`config.mk`:
```
export PLATFORM = sky130hd
export DESIGN_NAME = banked_gpio_ctrl
export DESIGN_NICKNAME = d
export VERILOG_FILES = /design/src/rtl/gpio_bank_pkg.sv /design/src/rtl/gpio_sync.sv /design/src/rtl/gpio_addr_decode.sv /design/src/rtl/gpio_bank.sv /design/src/rtl/banked_gpio_ctrl.sv
export SDC_FILE = /design/constraint.sdc
export NUM_CORES = 2
export LEC_CHECK = 0
export BUFFER_PORTS_ARGS = -buffer_cell sky130_fd_sc_hd__buf_4
export CAP_MARGIN = 5
export CORE_MARGIN = 8
export CORE_UTILIZATION = 42
export DETAILED_ROUTE_END_ITERATION = 10
export SLEW_MARGIN = 20
export SYNTH_ARGS = -nofsm -noshare
export SYNTH_HDL_FRONTEND = slang
export SYNTH_SLANG_ARGS = --single-unit
```
`constraint.sdc`:
```
create_clock -name clk -period 2.45 [get_ports clk]
set_input_delay 0.49 -clock clk [delete_from_list [all_inputs] [get_ports clk]]
set_output_delay 0.49 -clock clk [all_outputs]
set_load 0.005 [all_outputs]
```
`src/rtl/gpio_bank_pkg.sv`:
```
package gpio_bank_pkg;

    localparam int BANK_W  = 32;
    localparam int NUM_GRP = 8;

    typedef enum logic [2:0] {
        GRP_LEVEL = 3'd0,
        GRP_DIR   = 3'd1,
        GRP_SET   = 3'd2,
        GRP_CLR   = 3'd3,
        GRP_RISE  = 3'd4,
        GRP_FALL  = 3'd5,
        GRP_STAT  = 3'd6,
        GRP_MASK  = 3'd7
    } grp_e;

    typedef struct packed {
        logic [BANK_W-1:0] level;
        logic [BANK_W-1:0] dir;
        logic [BANK_W-1:0] drive;
        logic [BANK_W-1:0] rise_en;
        logic [BANK_W-1:0] fall_en;
        logic [BANK_W-1:0] status;
        logic [BANK_W-1:0] mask;
    } bank_view_t;

    function automatic int unsigned grp_offset(int unsigned g);
        case (g)
            0:       return 32'h00;
            1:       return 32'h0C;
            2:       return 32'h18;
            3:       return 32'h24;
            4:       return 32'h30;
            5:       return 32'h3C;
            6:       return 32'h48;
            default: return 32'h9C;
        endcase
    endfunction

    function automatic int unsigned bank_base(int unsigned n);
        return ((n / 3) << 8) + ((n % 3) << 2);
    endfunction

    function automatic logic [BANK_W-1:0] view_field(bank_view_t v, grp_e g);
        case (g)
            GRP_LEVEL: return v.level;
            GRP_DIR:   return v.dir;
            GRP_SET:   return v.drive;
            GRP_CLR:   return v.drive;
            GRP_RISE:  return v.rise_en;
            GRP_FALL:  return v.fall_en;
            GRP_STAT:  return v.status;
            default:   return v.mask;
        endcase
    endfunction

endpackage

```
`src/rtl/gpio_sync.sv`:
```
module gpio_sync #(
    parameter int W      = 32,
    parameter int STAGES = 2
) (
    input  logic         clk,
    input  logic         rst,
    input  logic [W-1:0] d,
    output logic [W-1:0] q
);
    logic [W-1:0] stg [STAGES];

    always_ff @(posedge clk) begin
        if (rst) begin
            for (int k = 0; k < STAGES; k++) stg[k] <= '0;
        end else begin
            stg[0] <= d;
            for (int k = 1; k < STAGES; k++) stg[k] <= stg[k-1];
        end
    end

    assign q = stg[STAGES-1];
endmodule

```
`src/rtl/gpio_addr_decode.sv`:
```
module gpio_addr_decode
    import gpio_bank_pkg::*;
#(
    parameter int ADDR_W   = 12,
    parameter int BANK_IDX = 0
) (
    input  logic [ADDR_W-1:0]  addr,
    output logic [NUM_GRP-1:0] hit
);
    for (genvar g = 0; g < NUM_GRP; g++) begin : g_grp
        localparam int unsigned ADDR_HIT = bank_base(BANK_IDX) + grp_offset(g);
        assign hit[g] = (addr == ADDR_W'(ADDR_HIT));
    end
endmodule

```
`src/rtl/gpio_bank.sv`:
```
module gpio_bank
    import gpio_bank_pkg::*;
#(
    parameter int SYNC_STAGES = 2
) (
    input  logic               clk,
    input  logic               rst,
    input  logic [NUM_GRP-1:0] hit,
    input  logic               we,
    input  logic [BANK_W-1:0]  wdata,
    input  logic [BANK_W-1:0]  pin_raw,
    output logic [BANK_W-1:0]  pin_out,
    output logic [BANK_W-1:0]  pin_oe,
    output bank_view_t         view,
    output logic               irq_part
);
    logic [BANK_W-1:0] lvl, lvl_prev, ev;
    logic [BANK_W-1:0] dir_q, drv_q, ren_q, fen_q, st_q, msk_q;
    logic [BANK_W-1:0] set_bits, clr_bits, ack_bits;
    logic [NUM_GRP-1:0] wr;

    gpio_sync #(.W(BANK_W), .STAGES(SYNC_STAGES)) u_sync (
        .clk (clk),
        .rst (rst),
        .d   (pin_raw),
        .q   (lvl)
    );

    assign wr       = hit & {NUM_GRP{we}};
    assign set_bits = wr[GRP_SET]  ? wdata : '0;
    assign clr_bits = wr[GRP_CLR]  ? wdata : '0;
    assign ack_bits = wr[GRP_STAT] ? wdata : '0;
    assign ev       = (lvl & ~lvl_prev & ren_q) | (~lvl & lvl_prev & fen_q);

    always_ff @(posedge clk) begin
        if (rst) begin
            lvl_prev <= '0;
            dir_q    <= '0;
            drv_q    <= '0;
            ren_q    <= '0;
            fen_q    <= '0;
            st_q     <= '0;
            msk_q    <= '0;
        end else begin
            lvl_prev <= lvl;
            drv_q    <= (drv_q | set_bits) & ~clr_bits;
            st_q     <= (st_q & ~ack_bits) | ev;
            if (wr[GRP_DIR])  dir_q <= wdata;
            if (wr[GRP_RISE]) ren_q <= wdata;
            if (wr[GRP_FALL]) fen_q <= wdata;
            if (wr[GRP_MASK]) msk_q <= wdata;
        end
    end

    assign pin_out  = drv_q;
    assign pin_oe   = dir_q;
    assign irq_part = |(st_q & msk_q);

    always_comb begin
        view.level   = lvl;
        view.dir     = dir_q;
        view.drive   = drv_q;
        view.rise_en = ren_q;
        view.fall_en = fen_q;
        view.status  = st_q;
        view.mask    = msk_q;
    end

    // without a status write, no set status bit drops
    a_r8_sticky: assert property (@(posedge clk) disable iff (rst)
        !wr[GRP_STAT] |=> ((st_q & $past(st_q)) == $past(st_q)));

    // a detected edge always lands, even against a clearing write
    a_r9_edge_wins: assert property (@(posedge clk) disable iff (rst)
        (ev != '0) |=> ((st_q & $past(ev)) == $past(ev)));

    // a status bit only rises because of an enabled edge
    a_r7_only_enabled: assert property (@(posedge clk) disable iff (rst)
        1'b1 |=> (((st_q & ~$past(st_q)) & ~$past(ev)) == '0));

    // written-one bits of a set write are high afterwards
    a_r4_set_bits: assert property (@(posedge clk) disable iff (rst)
        wr[GRP_SET] |=> ((pin_out & $past(wdata)) == $past(wdata)));

    // written-one bits of a clear write are low afterwards
    a_r5_clr_bits: assert property (@(posedge clk) disable iff (rst)
        wr[GRP_CLR] |=> ((pin_out & $past(wdata)) == '0));

    // the level register ignores writes
    a_r6_level_ro: assert property (@(posedge clk) disable iff (rst)
        (wr[GRP_LEVEL] && !wr[GRP_DIR]) |=> $stable(dir_q));
endmodule

```
`src/rtl/banked_gpio_ctrl.sv`:
```
module banked_gpio_ctrl
    import gpio_bank_pkg::*;
#(
    parameter int NUM_BANKS   = 3,
    parameter int ADDR_W      = 12,
    parameter int SYNC_STAGES = 2,
    localparam int PINS       = NUM_BANKS * BANK_W
) (
    input  logic              clk,
    input  logic              rst,
    input  logic [ADDR_W-1:0] reg_addr,
    input  logic              reg_we,
    input  logic [31:0]       reg_wdata,
    output logic [31:0]       reg_rdata,
    input  logic [PINS-1:0]   pin_in,
    output logic [PINS-1:0]   pin_out,
    output logic [PINS-1:0]   pin_oe,
    output logic              irq
);
    logic [NUM_BANKS*NUM_GRP-1:0] all_hits;
    logic [BANK_W-1:0]            bank_rd  [NUM_BANKS];
    logic [NUM_BANKS-1:0]         bank_irq;

    for (genvar b = 0; b < NUM_BANKS; b++) begin : g_bank
        logic [NUM_GRP-1:0] hit;
        bank_view_t         view;

        gpio_addr_decode #(.ADDR_W(ADDR_W), .BANK_IDX(b)) u_dec (
            .addr (reg_addr),
            .hit  (hit)
        );

        gpio_bank #(.SYNC_STAGES(SYNC_STAGES)) u_bank (
            .clk      (clk),
            .rst      (rst),
            .hit      (hit),
            .we       (reg_we),
            .wdata    (reg_wdata),
            .pin_raw  (pin_in[b*BANK_W +: BANK_W]),
            .pin_out  (pin_out[b*BANK_W +: BANK_W]),
            .pin_oe   (pin_oe[b*BANK_W +: BANK_W]),
            .view     (view),
            .irq_part (bank_irq[b])
        );

        assign all_hits[b*NUM_GRP +: NUM_GRP] = hit;

        always_comb begin
            bank_rd[b] = '0;
            for (int g = 0; g < NUM_GRP; g++)
                if (hit[g]) bank_rd[b] = bank_rd[b] | view_field(view, grp_e'(g));
        end
    end

    always_comb begin
        reg_rdata = '0;
        for (int b = 0; b < NUM_BANKS; b++) reg_rdata = reg_rdata | bank_rd[b];
    end

    assign irq = |bank_irq;

    // an address selects at most one register in the window
    a_r2_one_target: assert property (@(posedge clk) disable iff (rst)
        $onehot0(all_hits));

    // an unmapped address reads zero
    a_r2_unmapped_zero: assert property (@(posedge clk) disable iff (rst)
        (all_hits == '0) |-> (reg_rdata == '0));
endmodule

```
======== Yosys cells after proc, flatten, opt, wreduce, memory -nomap -nowiden ========
Memory sizes are Yosys's and may differ from the RTL's.
Index checks and enable logic that the tools add are counted.
word-level totals
  bits in registers ....................... 672
  latch bits .............................. 0
  bits in writable memories ............... 192
  bits in read-only memories .............. 0
  input port bits ......................... 143
  word-level logic and storage cells ...... 186
  memories ................................ 3
operators by class
  $add $sub $neg .......................... 0
  $mul .................................... 0
  div/mod/pow operators ................... 0
  magnitude comparators ................... 0
  equal/unequal tests ..................... 23
  shifts and indexed selects .............. 0
  mux-type cells .......................... 63
  bitwise gates (word level) .............. 74
  reductions and logical operators ........ 2
memories
  name                         words  bits a word  rd ports  clocked after Yosys merged registers in  wr ports  RTL line         text
  g_bank[0].u_bank.u_sync.stg  2      32           2         0                                        2         gpio_sync.sv:10  logic [W-1:0] stg [STAGES];
  g_bank[1].u_bank.u_sync.stg  2      32           2         0                                        2         gpio_sync.sv:10
  g_bank[2].u_bank.u_sync.stg  2      32           2         0                                        2         gpio_sync.sv:10
operators with widths
  cell                                                               count
  32-bit two-way mux                                                 60
  32-bit bitwise OR                                                  32
  32-bit AND                                                         21
  32-bit NOT                                                         12
  12-bit by 6-bit == test with 1-bit output (second input constant)  8
  96-bit OR reduction                                                1
  12-bit by 7-bit == test with 1-bit output (second input constant)  5
  12-bit by 5-bit == test with 1-bit output (second input constant)  4
  12-bit by 8-bit == test with 1-bit output (second input constant)  3
  8-bit AND                                                          3
  12-bit by 4-bit == test with 1-bit output (second input constant)  2
  12-bit by 3-bit == test with 1-bit output (second input constant)  1
  12-bit zero test                                                   1
  1-bit bitwise OR                                                   6
  1-bit two-way mux                                                  3

======== Longest topological paths before layout ========
  depth after elaboration ................. 18
  depth in mapped cells ................... 10
  depth with buffers taken out ............ 6

======== Modules after synthesis ========
From an unflattened synthesis, not the netlist that was laid out.
second synthesis, totals
  cell total of the unflattened synthesis .. 4101
  area, all modules ....................... 37584.8 um^2
modules (own cells, without submodules)
  module                              times used  cells each  area each (um^2)  seq. area each (um^2)
  gpio_bank                           3           1027        9037.4            4484.3
  gpio_sync                           3           167         2158.3            1281.2
  banked_gpio_ctrl                    1           454         3513.4            0.0
  gpio_addr_decode (g_bank[2].u_dec)  1           22          181.4             0.0
  gpio_addr_decode (g_bank[0].u_dec)  1           22          151.4             0.0
  gpio_addr_decode (g_bank[1].u_dec)  1           21          151.4             0.0

======== Worst setup path after synthesis ========
No wires, ideal clock.
  kind .................................... input-to-output
  start ................................... input reg_addr[4]
  end ..................................... output reg_rdata[24]
  data arrival time ....................... 2116 ps
  data required time ...................... 1960 ps
  path slack .............................. -156 ps
  stages on the path ...................... 7
  buffers on the path ..................... 2
  path through ............................ buf_2 -> or3b_2 -> a211oi_4 -> and2_2 -> buf_4 -> a221o_1 -> a221o_1
on the way
  longest elaborated chain between the ends .. 18
  elaborated cells on any way between the ends .. 71
  classes of those cells .................. eq/ne (23); mux (24); bitwise (23); reduce/logical (1)
ends and longest elaborated chain
  element                                                                               RTL line                text
  from (decl)                                                                           banked_gpio_ctrl.sv:11  input logic [ADDR_W-1:0] reg_addr,
  12-bit by 3-bit == test with 1-bit output / 12-bit zero test (equally long branches)  gpio_addr_decode.sv:12  assign hit[g] = (addr == ADDR_W'(ADDR_HIT));
  32-bit two-way mux                                                                    banked_gpio_ctrl.sv:51  if (hit[g]) bank_rd[b] = bank_rd[b] | view_field(view, grp_e'(g));
  32-bit bitwise OR                                                                     banked_gpio_ctrl.sv:51
  32-bit two-way mux                                                                    banked_gpio_ctrl.sv:51
  32-bit bitwise OR                                                                     banked_gpio_ctrl.sv:51
  32-bit two-way mux                                                                    banked_gpio_ctrl.sv:51
  32-bit bitwise OR                                                                     banked_gpio_ctrl.sv:51
  32-bit two-way mux                                                                    banked_gpio_ctrl.sv:51
  (+2 left out)                                                                         --
  32-bit bitwise OR                                                                     banked_gpio_ctrl.sv:51
  32-bit two-way mux                                                                    banked_gpio_ctrl.sv:51
  32-bit bitwise OR                                                                     banked_gpio_ctrl.sv:51
  32-bit two-way mux                                                                    banked_gpio_ctrl.sv:51
  32-bit bitwise OR                                                                     banked_gpio_ctrl.sv:51
  32-bit two-way mux                                                                    banked_gpio_ctrl.sv:51
  32-bit bitwise OR                                                                     banked_gpio_ctrl.sv:57  for (int b = 0; b < NUM_BANKS; b++) reg_rdata = reg_rdata | bank_rd[b];
  32-bit bitwise OR (*)                                                                 banked_gpio_ctrl.sv:57
  to (decl)                                                                             banked_gpio_ctrl.sv:14  output logic [31:0] reg_rdata,
Every way passes the cells marked *; elsewhere a longest branch is shown, timed or not.

======== Final worst setup path ========
  start ................................... input reg_addr[6]
  end ..................................... output reg_rdata[25]
The elaborated chain is that of the path after synthesis.

==> qor.csv <==
metric,value,unit
status,"finished, violations left",
violated checks,setup timing,
CTS Buf Count,93,
most frequent cells after synthesis,"nand2_1, dfxtp_1, a21oi_1",
Power Density,648,nW/µm²
startpoint types,primary input,
Final Max Slew Viols,0,
R2R Setup Slk,1.06,ns
Yosys top cell by area,dfxtp_1,
main combinational cell family by area after synthesis,simple AND/OR/NAND/NOR gates,
synthesis-to-layout area growth,35.4,%
worst hold path depth,2,
reg2reg path depth,3,
DR vias/cell,6.17,
leakage,17.3,nW
Synth Area in Adders,0,%
htree depth,3,
worst r2r dst,g_bank[0].u_bank.st_q[9]$_SDFF_PP0_,
final setup fails,33,
Post-synth EDFFs,0,
"Seq/Total Area, Yosys",49.0,%
GPL Wtd Cong,1.08,
IO Port Bufs,367,
placed cell areas,42400,µm²
final cell count without fillers,6018,
Tot GR Track Use,37.4,%
worst clock skew,0.0110,ns
cells after synthesis,4242,
crit path kind,primary input to output pin,
YS warnings,0,
Placeable Area,83400,µm²
CP max FO,8,
CTS max path bufs,3,
Final WS setup,-0.590,ns
CP dominant cell by count,buf_12,
"delay-heaviest family, CP",buffers and inverters,
Synth top area share,49.0,%
die width,306,µm
final period utilization,124,%
Synth Cell Area,35300,µm²
worst hold path class,primary input to register,
"Async S/R FF share, synth",0,%
Die Y,306,µm
Num Clock Sinks,864,
routed vias,37100,
number of global-route vias before repair,34000,
reg2reg start,g_bank[0].u_bank.u_sync.stg[0][41]$_SDFF_PP0_,
Yosys reg bits,864,
DP Wirelength,135000,µm
Synth area leaders,"dfxtp_1, nand2_1, a21oi_1, nor2b_1, a22oi_1",
syn avg cell area,8.32,µm²
final hold vios,0,
Bufs and invs on worst path,6,
initial core utilization,42.3,%
die area,93600,µm²
fin area,47800,µm²
Max-Cap Viols,0,
arrival time worst endpoint,2.55,ns
io pins,368,
WHS Endpoint,g_bank[1].u_bank.u_sync.stg[0][13]$_SDFF_PP0_,
share of cells above drive strength 1,26.1,%
multiplexer share of the synthesized area,2.00,%
clk_lat worst skew,0.67,ns
Place WS,-0.941,ns
Pwr Total,0.0310,W
Crit. End Element,output pin,
DP Cell Count,5775,
Root Buffer,clkbuf_16,
min-delay src,pin_in[45],
CTS tree,yes,
dominant synthesized flop cell,dfxtp_1,
CP Cell Sequence,buf_12 -> buf_4 -> or2_4 -> nor4_4 -> buf_6 -> buf_12 -> buf_12 -> a221oi_1 -> and3_1 -> o21ai_2 -> buf_4,
CP required,1.96,ns
ANT nets after route,0,
Final nets,5005,
gr ovfl total,0,
cell with the most instances after synthesis,nand2_1,
1st-iter DRT viols,5612,
FP Rows,106,
clock slew at reported path FFs,0.06,ns
distinct cell type count after synthesis,78,
VDD IR-drop max,0.000528,V
initial antenna violation count,3,
Synth Net Count,4385,
"slowest stage delay, CP",0.36,ns
CP max-delay cell,nor4_4,
Post-Route WL,185000,µm
first-pass GRT wire length,256000,µm
WL/cell,30.7,µm
unrepaired setup endpoints after global routing,true,
First-pass DRT Iterations,10,
Post-Synth Simple-Gate Area,23.0,%
Tightest Pin Transition,0.811,ns
fmax,329,MHz
final core utilization,57.3,%
largest net degree at the start of global routing,93,
Max-slew headroom,45.4,%
Final min period,3.04,ns
Synth Area in XOR/XNOR,0,%
Residual DRC,0,
Compound-Gate Fraction of Synth Area,21.3,%
-- power breakdown --
group	internal [W]	switching [W]	total [W]	leakage, nW
Combinational	0.000759	0.00113	0.00189	8.72
Sequential	0.0142	0.000144	0.0144	7.01
Clock	0.00860	0.00609	0.0147	1.58
Total	0.0236	0.00737	0.0310	17.3
-- registers in the layout, summed over array words and instances, names as in the netlist --
name                      flops
g_bank.u_bank.u_sync.stg    192
g_bank.u_bank.ren_q          96
g_bank.u_bank.msk_q          96
g_bank.u_bank.st_q           96
g_bank.u_bank.pin_oe         96
g_bank.u_bank.fen_q          96
g_bank.u_bank.pin_out        96
g_bank.u_bank.lvl_prev       96
-- layout make-up --
| cell class | count | area, µm² |
|---|---|---|
| fillers | 7544 | 35600 |
| repair buffers | 890 | 8370 |
| diodes | 3 | 7.51 |
| flip-flops and latches | 864 | 17300 |
| well taps | 1080 | 1350 |
| inverters | 3 | 15.0 |
| clock inverters | 44 | 543 |
| multi-input cells | 3010 | 17500 |
| clock buffers | 124 | 2660 |
-- placed cells by master, fill, tap and decap left out, types with 94 or more instances in the layout --
master | Yosys | final
nand2_1 | 1019 | 1009
dfxtp_1 | 864 | 851
buf_4 | 23 | 696
a21oi_1 | 617 | 606
nor2b_1 | 301 | 294
nor2_1 | 152 | 141
a22oi_1 | 157 | 135
o21ai_0 | 130 | 114
a211oi_1 | 108 | 101
nand3b_1 | 99 | 99
buf_12 | 0 | 99
clkbuf_16 | 0 | 94
-- kinds of logic after synthesis --
| logic type | count (synthesis) |
|---|---|
| compound gates | 1226 |
| buf+inv | 368 |
| flops | 864 |
| mux | 69 |
| simple gates | 1715 |
-- worst max path at each step --
stage                                to  cells past startpoint  slack, ns                              startpoint
after global placement    reg_rdata[14]                      8      -0.98                             reg_addr[2]
after CTS                  reg_rdata[7]                      6      -0.55  g_bank[0].u_bank.ren_q[7]$_SDFFE_PP0P_
final                     reg_rdata[25]                     11      -0.59                             reg_addr[6]
after detailed placement  reg_rdata[14]                      8      -0.94                             reg_addr[2]
after global routing       reg_rdata[7]                     11      -0.65                             reg_addr[6]
after floorplan            reg_rdata[7]                      8     -0.009                             reg_addr[4]
-- what timing repair did --
action	in CTS	in global routing
endpoints found under the setup margin	33	33
hold buffers	6	0
cloned	4	1
buffers inserted	35	32
pin swaps	79	79
endpoints found under the hold margin	6	0
resized for setup	226	137
-- stage by stage --
| stage | TNS [ns] | hold slack, ns |
|---|---|---|
| floorplan | -0.0195 | 0.414 |
| detailed placement | -85.50 | 0.423 |
| finish | -15.61 | 0.0247 |
| global route | -16.33 | 0.0105 |
| CTS | -12.99 | 0.0000975 |
| global placement | -82.20 | 0.416 |
-- routing by layer --
layer | track usage, % | vias to the layer above | part of all wire, %
li1 | - | 16000 | -
met1 | 50.4 | 17800 | 39
met2 | 54.5 | 2710 | 41
met3 | 9.96 | 627 | 13
met4 | 20.0 | 4 | 6.7
met5 | 0 | - | 0.016
No activity file was read; power rests on OpenSTA's default activity.
